File: config.mk
export PLATFORM = sky130hd
export DESIGN_NAME = pil_addr_gen
export DESIGN_NICKNAME = d
export VERILOG_FILES = /design/src/rtl/pil_pkg.sv /design/src/rtl/pil_div.sv /design/src/rtl/pil_col_perm.sv /design/src/rtl/pil_row_table.sv /design/src/rtl/pil_addr_gen.sv
export SDC_FILE = /design/constraint.sdc
export NUM_CORES = 1
export LEC_CHECK = 0
export BUFFER_PORTS_ARGS = -buffer_cell sky130_fd_sc_hd__buf_2
export CAP_MARGIN = 20
export CORE_MARGIN = 1.5
export CORE_UTILIZATION = 45
export CTS_CLUSTER_SIZE = 40
export DETAILED_ROUTE_END_ITERATION = 8
export PLACE_DENSITY_LB_ADDON = 0.25
export REMOVE_ABC_BUFFERS = 1
export SLEW_MARGIN = 30
export SYNTH_ARGS = -nofsm -noshare
export SYNTH_HDL_FRONTEND = slang
export SYNTH_SLANG_ARGS = --single-unit
File: constraint.sdc
create_clock -name clk -period 8.6 [get_ports clk]
set_input_delay 1.72 -clock clk [delete_from_list [all_inputs] [get_ports clk]]
set_output_delay 1.72 -clock clk [all_outputs]
set_load 0.005 [all_outputs]
File: src/rtl/pil_pkg.sv
package pil_pkg;

  typedef enum logic [2:0] {
    ST_IDLE,
    ST_DIV,
    ST_MUL,
    ST_RUN,
    ST_FIN
  } pil_state_e;

  // Galois LFSR advance, taps 0xB400
  function automatic logic [15:0] lfsr_next(input logic [15:0] s);
    return {1'b0, s[15:1]} ^ (s[0] ? 16'hB400 : 16'h0000);
  endfunction

  // Column permutation: xor with lane, then rotate; bijective on 0..lanes-1
  function automatic int unsigned col_bank(input logic [15:0] s,
                                           input int unsigned lane,
                                           input int unsigned lanes);
    int unsigned lo;
    int unsigned hi;
    lo = int'(s) % lanes;
    hi = (int'(s) / lanes) % lanes;
    return ((lo ^ lane) + hi) % lanes;
  endfunction

  // Cyclic row shift into the base table
  function automatic int unsigned rot_idx(input int unsigned w,
                                          input int unsigned sh,
                                          input int unsigned b,
                                          input int unsigned cols);
    return (w + sh + b) % cols;
  endfunction

  function automatic int unsigned mul_mod(input int unsigned a,
                                          input int unsigned b,
                                          input int unsigned m);
    return (a * b) % m;
  endfunction

endpackage

File: src/rtl/pil_div.sv
module pil_div #(
  parameter int NW = 5,
  parameter int DW = 6
) (
  input  logic          clk,
  input  logic          rst_n,
  input  logic          go,
  input  logic [NW-1:0] dividend,
  input  logic [DW-1:0] divisor,
  output logic          last,
  output logic [NW-1:0] quot
);
  localparam int CNTW = $clog2(NW + 1);

  logic [DW-1:0]   rem_q;
  logic [DW-1:0]   dsr_q;
  logic [NW-1:0]   dvd_q;
  logic [NW-1:0]   q_q;
  logic [CNTW-1:0] cnt_q;
  logic            busy_q;

  logic [DW:0]     rsh;
  logic            ge;
  logic [DW-1:0]   rnext;

  always_comb begin
    rsh   = {rem_q, dvd_q[NW-1]};
    ge    = rsh >= {1'b0, dsr_q};
    rnext = ge ? DW'(rsh - {1'b0, dsr_q}) : rsh[DW-1:0];
  end

  assign last = busy_q && (cnt_q == CNTW'(NW - 1));
  assign quot = q_q;

  always_ff @(posedge clk or negedge rst_n) begin
    if (!rst_n) begin
      rem_q  <= '0;
      dsr_q  <= '0;
      dvd_q  <= '0;
      q_q    <= '0;
      cnt_q  <= '0;
      busy_q <= 1'b0;
    end else if (go) begin
      rem_q  <= '0;
      dsr_q  <= divisor;
      dvd_q  <= dividend;
      q_q    <= '0;
      cnt_q  <= '0;
      busy_q <= 1'b1;
    end else if (busy_q) begin
      rem_q <= rnext;
      dvd_q <= {dvd_q[NW-2:0], 1'b0};
      q_q   <= {q_q[NW-2:0], ge};
      cnt_q <= cnt_q + 1'b1;
      if (last) busy_q <= 1'b0;
    end
  end

  assert_rem_below_divisor_R7: assert property (@(posedge clk) disable iff (!rst_n)
    busy_q && !go |=> rem_q < dsr_q);

endmodule

File: src/rtl/pil_col_perm.sv
module pil_col_perm #(
  parameter int LANES = 8,
  parameter int RW    = $clog2(LANES)
) (
  input  logic              clk,
  input  logic              rst_n,
  input  logic              load,
  input  logic [15:0]       seed,
  input  logic              step,
  output logic [LANES*RW-1:0] bank
);
  import pil_pkg::*;

  logic [15:0] s_q;

  always_ff @(posedge clk or negedge rst_n) begin
    if (!rst_n)
      s_q <= 16'h0001;
    else if (load)
      s_q <= (seed == 16'h0000) ? 16'h0001 : seed;
    else if (step)
      s_q <= lfsr_next(s_q);
  end

  for (genvar g = 0; g < LANES; g++) begin : g_lane
    assign bank[g*RW +: RW] = RW'(col_bank(s_q, g, LANES));
  end

  assert_state_nonzero_R5: assert property (@(posedge clk) disable iff (!rst_n)
    load || step |=> s_q != 16'h0000);

endmodule

File: src/rtl/pil_row_table.sv
module pil_row_table #(
  parameter int COLS  = 16,
  parameter int LANES = 8,
  parameter int CW    = $clog2(COLS)
) (
  input  logic                 clk,
  input  logic                 rst_n,
  input  logic                 we,
  input  logic [CW-1:0]        waddr,
  input  logic [CW-1:0]        wdata,
  input  logic [LANES*CW-1:0]  raddr,
  output logic [LANES*CW-1:0]  rdata
);
  logic [CW-1:0] mem [COLS];

  always_ff @(posedge clk or negedge rst_n) begin
    if (!rst_n) begin
      for (int i = 0; i < COLS; i++) mem[i] <= CW'(i);
    end else if (we) begin
      mem[waddr] <= wdata;
    end
  end

  for (genvar g = 0; g < LANES; g++) begin : g_rd
    assign rdata[g*CW +: CW] = mem[raddr[g*CW +: CW]];
  end

endmodule

File: src/rtl/pil_addr_gen.sv
module pil_addr_gen #(
  parameter int LANES     = 8,
  parameter int COLS      = 16,
  parameter int USERS_MAX = 32,
  parameter int RW        = $clog2(LANES),
  parameter int CW        = $clog2(COLS),
  parameter int KW        = $clog2(USERS_MAX + 1)
) (
  input  logic                clk,
  input  logic                rst_n,
  input  logic                start,
  input  logic [KW-1:0]       user_idx,
  input  logic [15:0]         user_seed,
  input  logic [KW-1:0]       user_count,
  input  logic                tbl_we,
  input  logic [CW-1:0]       tbl_addr,
  input  logic [CW-1:0]       tbl_data,
  output logic                valid,
  output logic                done,
  output logic [CW-1:0]       col_idx,
  output logic [LANES*RW-1:0] bank_idx,
  output logic [LANES*CW-1:0] offset_idx
);
  import pil_pkg::*;

  localparam int NW = CW + 1;

  pil_state_e      state;
  logic [KW-1:0]   k_q;
  logic [KW-1:0]   kc_q;
  logic [CW-1:0]   shift_q;
  logic [CW-1:0]   w_q;

  // named internal events
  logic            accept;
  logic            col_step;
  logic            last_col;
  logic            tbl_wr_ok;
  logic [KW-1:0]   kc_in;
  logic            div_last;
  logic [NW-1:0]   div_q;
  logic [LANES*CW-1:0] rd_addr;
  logic [LANES-1:0]    bank_mask;

  assign accept    = start && (state == ST_IDLE);
  assign col_step  = (state == ST_RUN);
  assign last_col  = col_step && (w_q == CW'(COLS - 1));
  assign tbl_wr_ok = tbl_we && (state == ST_IDLE);
  assign kc_in     = (user_count == '0) ? KW'(1) : user_count;

  pil_div #(.NW(NW), .DW(KW)) u_div (
    .clk      (clk),
    .rst_n    (rst_n),
    .go       (accept),
    .dividend (NW'(COLS)),
    .divisor  (kc_in),
    .last     (div_last),
    .quot     (div_q)
  );

  pil_col_perm #(.LANES(LANES), .RW(RW)) u_col (
    .clk   (clk),
    .rst_n (rst_n),
    .load  (accept),
    .seed  (user_seed),
    .step  (col_step),
    .bank  (bank_idx)
  );

  for (genvar g = 0; g < LANES; g++) begin : g_addr
    assign rd_addr[g*CW +: CW] =
      CW'(rot_idx(w_q, shift_q, bank_idx[g*RW +: RW], COLS));
  end

  pil_row_table #(.COLS(COLS), .LANES(LANES), .CW(CW)) u_tbl (
    .clk   (clk),
    .rst_n (rst_n),
    .we    (tbl_wr_ok),
    .waddr (tbl_addr),
    .wdata (tbl_data),
    .raddr (rd_addr),
    .rdata (offset_idx)
  );

  always_ff @(posedge clk or negedge rst_n) begin
    if (!rst_n) begin
      state   <= ST_IDLE;
      k_q     <= '0;
      kc_q    <= KW'(1);
      shift_q <= '0;
      w_q     <= '0;
    end else begin
      unique case (state)
        ST_IDLE: if (accept) begin
          k_q   <= user_idx;
          kc_q  <= kc_in;
          state <= ST_DIV;
        end
        ST_DIV: if (div_last) state <= ST_MUL;
        ST_MUL: begin
          shift_q <= CW'(mul_mod(div_q, k_q, COLS));
          w_q     <= '0;
          state   <= ST_RUN;
        end
        ST_RUN: begin
          if (last_col) state <= ST_FIN;
          else          w_q   <= w_q + 1'b1;
        end
        ST_FIN: begin
          w_q   <= '0;
          state <= ST_IDLE;
        end
        default: state <= ST_IDLE;
      endcase
    end
  end

  assign valid   = col_step;
  assign done    = (state == ST_FIN);
  assign col_idx = w_q;

  always_comb begin
    bank_mask = '0;
    for (int m = 0; m < LANES; m++) bank_mask[bank_idx[m*RW +: RW]] = 1'b1;
  end

  assert_banks_distinct_R6: assert property (@(posedge clk) disable iff (!rst_n)
    valid |-> $countones(bank_mask) == LANES);

  assert_col_advance_R2: assert property (@(posedge clk) disable iff (!rst_n)
    valid && $past(valid) |-> col_idx == CW'($past(col_idx) + 1'b1));

  assert_done_after_last_R3: assert property (@(posedge clk) disable iff (!rst_n)
    done |-> $past(valid) && $past(col_idx) == CW'(COLS - 1) && !valid);

  assert_done_single_R3: assert property (@(posedge clk) disable iff (!rst_n)
    done |=> !done);

  assert_start_ignored_R4: assert property (@(posedge clk) disable iff (!rst_n)
    (state == ST_RUN) && start |=> valid || done);

  assert_div_quot_R7: assert property (@(posedge clk) disable iff (!rst_n)
    (state == ST_MUL) |-> (int'(div_q) * int'(kc_q) <= COLS) &&
                          ((int'(div_q) + 1) * int'(kc_q) > COLS));

endmodule

==> summary.md, run 1 <==
### Outcome
• finished clean — run status

### STA
• false — setup repair after global routing missed its margin
• 7.77 ps — maximum clock skew at final layout
• 6090 ps — Min Clock Period, post-route
• 31.0% — worst slew margin relative to its limit
• 0 — final number of hold-violating endpoints
• 0 ps — setup TNS after final layout
• 164 MHz — upper clock frequency limit
• 70.8% — ratio of final minimum period to clock period
• 1030 ps — actual slew at the worst max-slew pin
• 2510 ps — final worst slack
• 0 — total setup violations reported at the end of the flow
• 0 — number of pins with negative max-slew slack in the final report

### GRT
• 78 — maximum number of pins on one net before global-route repair
• 0 — GRT overflow
• 6208 — via count of the first global-routing pass
• 33500 um — global-route wire length before repair
• 22.0% — global routing usage summed across all routing layers
• 1 — antenna violations before repair

### Logic synthesis
• 24.3% — area share of the largest cell type after synthesis
• 100% — async set or reset register ratio after synthesis
• 0 — number of enable-type register cells in the synthesized netlist
• 34.5% — register area share after synthesis
• sky130_fd_sc_hd__dfrtp_1 — dominant register cell in the synthesized netlist
• sky130_fd_sc_hd__dfrtp_1 — Synth area leader
• 50 — synth unique cells
• sky130_fd_sc_hd__dfrtp_1 (24%), sky130_fd_sc_hd__mux4_2 (18%), sky130_fd_sc_hd__dfstp_2 (10%) — biggest area contributors in the synthesized netlist
• sky130_fd_sc_hd__mux2i_1 — most instantiated library cell after synthesis
• 8540 um^2 — Post-Syn Area
• 12.1 um^2 — mean post-synth cell area
• 708 — Post-Syn Instances
• sky130_fd_sc_hd__mux2i_1 (86), sky130_fd_sc_hd__dfrtp_1 (83), sky130_fd_sc_hd__mux4_2 (69) — commonest cells in the synthesized netlist
• 116 — post-synthesis sequential element count
• 0 — Yosys Warn Count

### Clock tree
• 2 — CTS Buffer Depth
• built — TritonCTS clock tree
• 116 — clk sink count
• 0 — number of buffers added to fix hold violations after cts
• 60 ps — post-CTS clock slew at the launch and capture registers of the worst setup and hold paths
• 0 — CTS resizes
• 420 ps — clock insertion delay at the later pin of the skew report
• 4 — H-tree depth
• 0 — buffers inserted by post-CTS timing repair
• 17 — number of CTS-inserted buffers
• sky130_fd_sc_hd__clkbuf_16 — root buffer cell

### Run
• 0 — Max Cap Violations

### Die
• 102 — num ports
• 18600 um^2 — core area
• 141 um — chip height
• 50 — number of placement rows
• 19800 um^2 — area of the die
• 45.8% — effective utilization at floorplan
• 141 um — horizontal die dimension

### Routing
• 0 — DRC Markers
• 5.97 — via density per instance
• 5 — 1st-pass router iterations
• 345 — number of DRC markers in iteration 0
• 20.4 um — WL/cell
• 6174 — routed via count
• 21100 um — final WL
• 0 — Antenna Violating Nets Remaining

### Cells and area
• 863 — final net count
• 1035 — non-filler cells, final
• 15.2% — synth-to-layout area growth
• 9840 um^2 — cell area after layout
• 1605 — fillers
• 0 — antenna cell count
• 40.6% — layout cells sized above 1

### Worst setup path
• flip-flop — kind of start point of the critical path
• 6 — Worst Reg-to-Reg Cells
• output port — category of the worst setup path capture point
• 5880 ps — setup slack, reg-to-reg
• state[1] — Critical R2R Launch
• 6880 ps — critical path required time
• 16 — critical path fanouts, max
• 4370 ps — crit path DAT
• flip-flop to output port — type of the worst setup path
• offset_idx[11] — timing endpoint of the critical path
• u_col.s_q[0] — critical path startpoint
• u_tbl.mem[44] — worst reg2reg path endpoint

### Place
• 0.882 — final weighted congestion in routability-driven placement
• 99 — IO Port Bufs
• 9190 um^2 — placed instance area
• 1003 — Post-Place Cells
• 2860 ps — dpl ws
• 15600 um — final HPWL from detailed placement

### Worst hold path
• flip-flop to flip-flop — Hold Crit Class

-- logic make-up (layout without fill, tap and decap cells) --
| family | count (synthesis) | count (layout) | share of synthesized area, % |
|---|---|---|---|
| flip-flops | 116 | 116 | 34.5 |
| AO/OA/AOI/OAI | 76 | 76 | 5.10 |
| XOR/XNOR | 41 | 41 | 5.48 |
| adder cells (fa/ha/maj) | 38 | 38 | 6.39 |
| multiplexers | 224 | 224 | 37.5 |
| buffers and inverters | 76 | 169 | 4.00 |
| AND/OR/NAND/NOR | 137 | 137 | 7.04 |
-- cells in the final DEF (no fill, tap or decap), types with 3 or more instances in the layout --
master / count
sky130_fd_sc_hd__nor2_1: 41
sky130_fd_sc_hd__fa_1: 8
sky130_fd_sc_hd__a21o_1: 3
sky130_fd_sc_hd__nor3_1: 6
sky130_fd_sc_hd__nor4_1: 4
sky130_fd_sc_hd__mux2_2: 68
sky130_fd_sc_hd__ha_1: 24
sky130_fd_sc_hd__clkinv_4: 3
sky130_fd_sc_hd__mux4_2: 69
sky130_fd_sc_hd__clkbuf_8: 3
sky130_fd_sc_hd__clkinvlp_4: 3
sky130_fd_sc_hd__a21oi_1: 29
sky130_fd_sc_hd__nand3_1: 4
sky130_fd_sc_hd__o22ai_1: 5
sky130_fd_sc_hd__bufinv_16: 3
sky130_fd_sc_hd__a31oi_1: 4
sky130_fd_sc_hd__mux2i_1: 86
sky130_fd_sc_hd__nand2_1: 59
sky130_fd_sc_hd__buf_4: 8
sky130_fd_sc_hd__nor2b_1: 6
sky130_fd_sc_hd__buf_2: 98
sky130_fd_sc_hd__inv_1: 28
sky130_fd_sc_hd__dfstp_2: 33
sky130_fd_sc_hd__and2_1: 7
sky130_fd_sc_hd__xnor2_1: 24
sky130_fd_sc_hd__clkbuf_16: 17
sky130_fd_sc_hd__clkinv_2: 3
sky130_fd_sc_hd__xor2_1: 9
sky130_fd_sc_hd__xnor2_4: 5
sky130_fd_sc_hd__dfrtp_1: 83
sky130_fd_sc_hd__o21ai_0: 25
-- how the worst min path moves through the flow --
| stage | slack (ps) | to | start | cells after the start |
|---|---|---|---|---|
| after floorplan | 450 | k_q[3] | k_q[3] | 2 |
| after global placement | 470 | u_col.s_q[8] | u_col.s_q[8] | 2 |
| after CTS | 480 | u_col.s_q[8] | u_col.s_q[8] | 2 |
| after detailed placement | 460 | u_col.s_q[8] | u_col.s_q[8] | 2 |
| final | 480 | u_col.s_q[8] | u_col.s_q[8] | 2 |
| after global routing | 510 | u_col.s_q[8] | u_col.s_q[8] | 2 |
-- sequential cells by signal (all words and copies together) (netlist names), 3 cells and up --
register / flops
u_div.rem_q: 6
shift_q: 4
u_div.quot: 4
col_idx: 4
u_tbl.mem: 64
u_col.s_q: 16
k_q: 4
u_div.cnt_q: 3
state: 3
u_div.dsr_q: 6
-- per-layer routing --
layer / part of all wire [%] / GRT usage, % / up-vias
met1: 43 / 28.7 / 3161
met4: 2.3 / 8.17 / 2
met3: 5.3 / 4.59 / 40
met2: 49 / 36.3 / 204
li1: - / - / 2767
met5: 0.062 / 0 / -
-- final cells by class --
class | instances | area (um^2) | area share [%]
sequential | 116 | 2940 | 29.9
tap | 234 | 293 | 2.98
inverter | 30 | 113 | 1.14
clock inverter | 12 | 154 | 1.56
timing repair buffer | 107 | 562 | 5.71
clock buffer | 20 | 467 | 4.74
multi-input combinational | 516 | 5310 | 53.9
-- worst max-delay path, cell delays in order (launching register included) --
cell	delay, ps
sky130_fd_sc_hd__dfstp_2	630
sky130_fd_sc_hd__ha_1	180
sky130_fd_sc_hd__inv_1	60
sky130_fd_sc_hd__fa_1	560
sky130_fd_sc_hd__inv_1	150
sky130_fd_sc_hd__fa_1	1250
sky130_fd_sc_hd__mux4_2	470
sky130_fd_sc_hd__mux4_2	490
sky130_fd_sc_hd__buf_2	150
-- metrics by stage --
| step | hold slack, ps | utilization, % |
|---|---|---|
| global placement | 467 | 49.3 |
| detailed placement | 463 | 49.3 |
| floorplan | 446 | - |
| finish | 479 | 52.8 |
| global route | 510 | 52.8 |
| CTS | 480 | 52.6 |
Power of run 1 is left out: the tool's default activity adds up to more than one toggle a clock period on the data nets, which glitch-free logic cannot reach.
==> inputs of run 2 (changes only) <==
==> constraint.sdc (replaced) <==
create_clock -name clk -period 5 [get_ports clk]
set_input_delay 1 -clock clk [delete_from_list [all_inputs] [get_ports clk]]
set_output_delay 1 -clock clk [all_outputs]
set_load 0.005 [all_outputs]
==> summary.md, run 2 (synthesis gave the netlist of run 1 again) <==
### Outcome
• finished clean — run status

### Routing
• 21300 um — final WL
• 0 — Antenna Violating Nets Remaining
• 0 — DRC Markers
• 5.92 — via density per instance
• 20.3 um — WL/cell
• 6199 — routed via count
• 5 — 1st-pass router iterations
• 253 — number of DRC markers in iteration 0

### Cells and area
• u_tbl.mem — register name with the most flops
• sky130_fd_sc_hd__buf_2 — most common cell after layout, fill and taps aside
• 0 — antenna cell count
• sky130_fd_sc_hd__buf_2 (98), sky130_fd_sc_hd__mux2i_1 (86), sky130_fd_sc_hd__dfrtp_1 (83) — commonest non-fill, non-tap cells in the layout
• u_tbl.mem x64, u_col.s_q x16 — registers with the highest flip-flop counts
• 53.6% — final core occ
• 64 — Largest register FFs
• 875 — final net count
• 17.0% — synth-to-layout area growth
• 41.7% — layout cells sized above 1

### Worst setup path
• u_col.s_q[0] — critical path startpoint
• offset_idx[19] — timing endpoint of the critical path
• u_div.dsr_q[1] — Critical R2R Launch
• 4000 ps — critical path required time
• flip-flop to output port — type of the worst setup path
• u_div.rem_q[1] — worst reg2reg path endpoint
• flip-flop — kind of start point of the critical path
• 16 — critical path fanouts, max
• 2360 ps — setup slack, reg-to-reg
• output port — category of the worst setup path capture point
• 3840 ps — crit path DAT
• 8 — Worst Reg-to-Reg Cells

### Clock tree
• 17 — number of CTS-inserted buffers
• 420 ps — clock insertion delay at the later pin of the skew report
• 0 — number of buffers added to fix hold violations after cts
• 4 — H-tree depth
• 2 — CTS Buffer Depth
• 60 ps — post-CTS clock slew at the launch and capture registers of the worst setup and hold paths
• built — TritonCTS clock tree
• sky130_fd_sc_hd__clkbuf_16 — root buffer cell
• 116 — clk sink count

### Place
• 457 ps — dpl ws
• 99 — IO Port Bufs
• 16100 um — final HPWL from detailed placement
• 0.905 — final weighted congestion in routability-driven placement

### Worst hold path
• flip-flop to flip-flop — Hold Crit Class
• shift_q[0] — hold path startpoint

### GRT
• 34500 um — global-route wire length before repair
• 81 — maximum number of pins on one net before global-route repair
• 6549 — via count of the first global-routing pass
• 22.6% — global routing usage summed across all routing layers
• 1 — antenna violations before repair
• 0 — GRT overflow

### STA
• false — setup repair after global routing missed its margin
• 207 MHz — upper clock frequency limit
• 882 ps — actual slew at the worst max-slew pin
• 96.7% — ratio of final minimum period to clock period
• 41.1% — worst slew margin relative to its limit
• 0 — number of pins with negative max-slew slack in the final report
• 0 — total setup violations reported at the end of the flow
• 0 — final number of hold-violating endpoints
• 4840 ps — Min Clock Period, post-route
• 489 ps — worst hold margin
• 8.25 ps — maximum clock skew at final layout
• 164 ps — final worst slack
• 0 ps — setup TNS after final layout

### Die
• 19800 um^2 — area of the die
• 141 um — horizontal die dimension
• 102 — num ports
• 18600 um^2 — core area
• 45.8% — effective utilization at floorplan
• 50 — number of placement rows
• 141 um — chip height

### Run
• 0 — Max Cap Violations

==> run 2: final cells by class <==
class / instances / area (um^2)
Fill cell: 1601 / 8650
Multi-Input combinational cell: 516 / 5310
Sequential cell: 116 / 2940
Timing Repair Buffer: 119 / 672
Clock buffer: 18 / 439
Tap cell: 234 / 293
Clock inverter: 14 / 224
Inverter: 30 / 113
==> run 2: worst min-delay path by stage <==
stage	cells after the start	end	slack (ps)
floorplan	2	k_q[3]	450
global placement	2	u_col.s_q[8]	470
detailed placement	2	u_col.s_q[8]	470
CTS	2	u_col.s_q[8]	490
global route	2	u_col.s_q[8]	510
finish	2	shift_q[0]	490
==> run 2: worst max-delay path, cell delays in order (launching register included) <==
cell	delay, ps
sky130_fd_sc_hd__dfstp_2	560
sky130_fd_sc_hd__ha_1	160
sky130_fd_sc_hd__inv_1	70
sky130_fd_sc_hd__fa_1	570
sky130_fd_sc_hd__inv_2	100
sky130_fd_sc_hd__fa_1	600
sky130_fd_sc_hd__buf_8	210
sky130_fd_sc_hd__mux4_2	360
sky130_fd_sc_hd__mux4_1	590
sky130_fd_sc_hd__buf_2	170
==> run 2: through the flow <==
stage | area (um^2) | std cells
CTS | 9950 | 1046
floorplan | 8310 | 662
finish | 9990 | 1047
global route | 9990 | 1047
global placement | 9280 | 1014
detailed placement | 9280 | 1014
==> run 2: timing repair <==
action                                  CTS  global route
endpoints found under the setup margin    1            16
hold endpoints to repair                  0             0
gates resized for setup                   1             4
buffers inserted                          0             1
pin swaps                                 0             0
==> run 2: layer usage <==
metal / global-route usage (%) / routed length, um
met3: 4.59 / 1330
met5: 0 / 12
met1: 28.3 / 8790
met2: 38.2 / 10500
met4: 9.70 / 618
Power of run 2 is left out for the same reason.
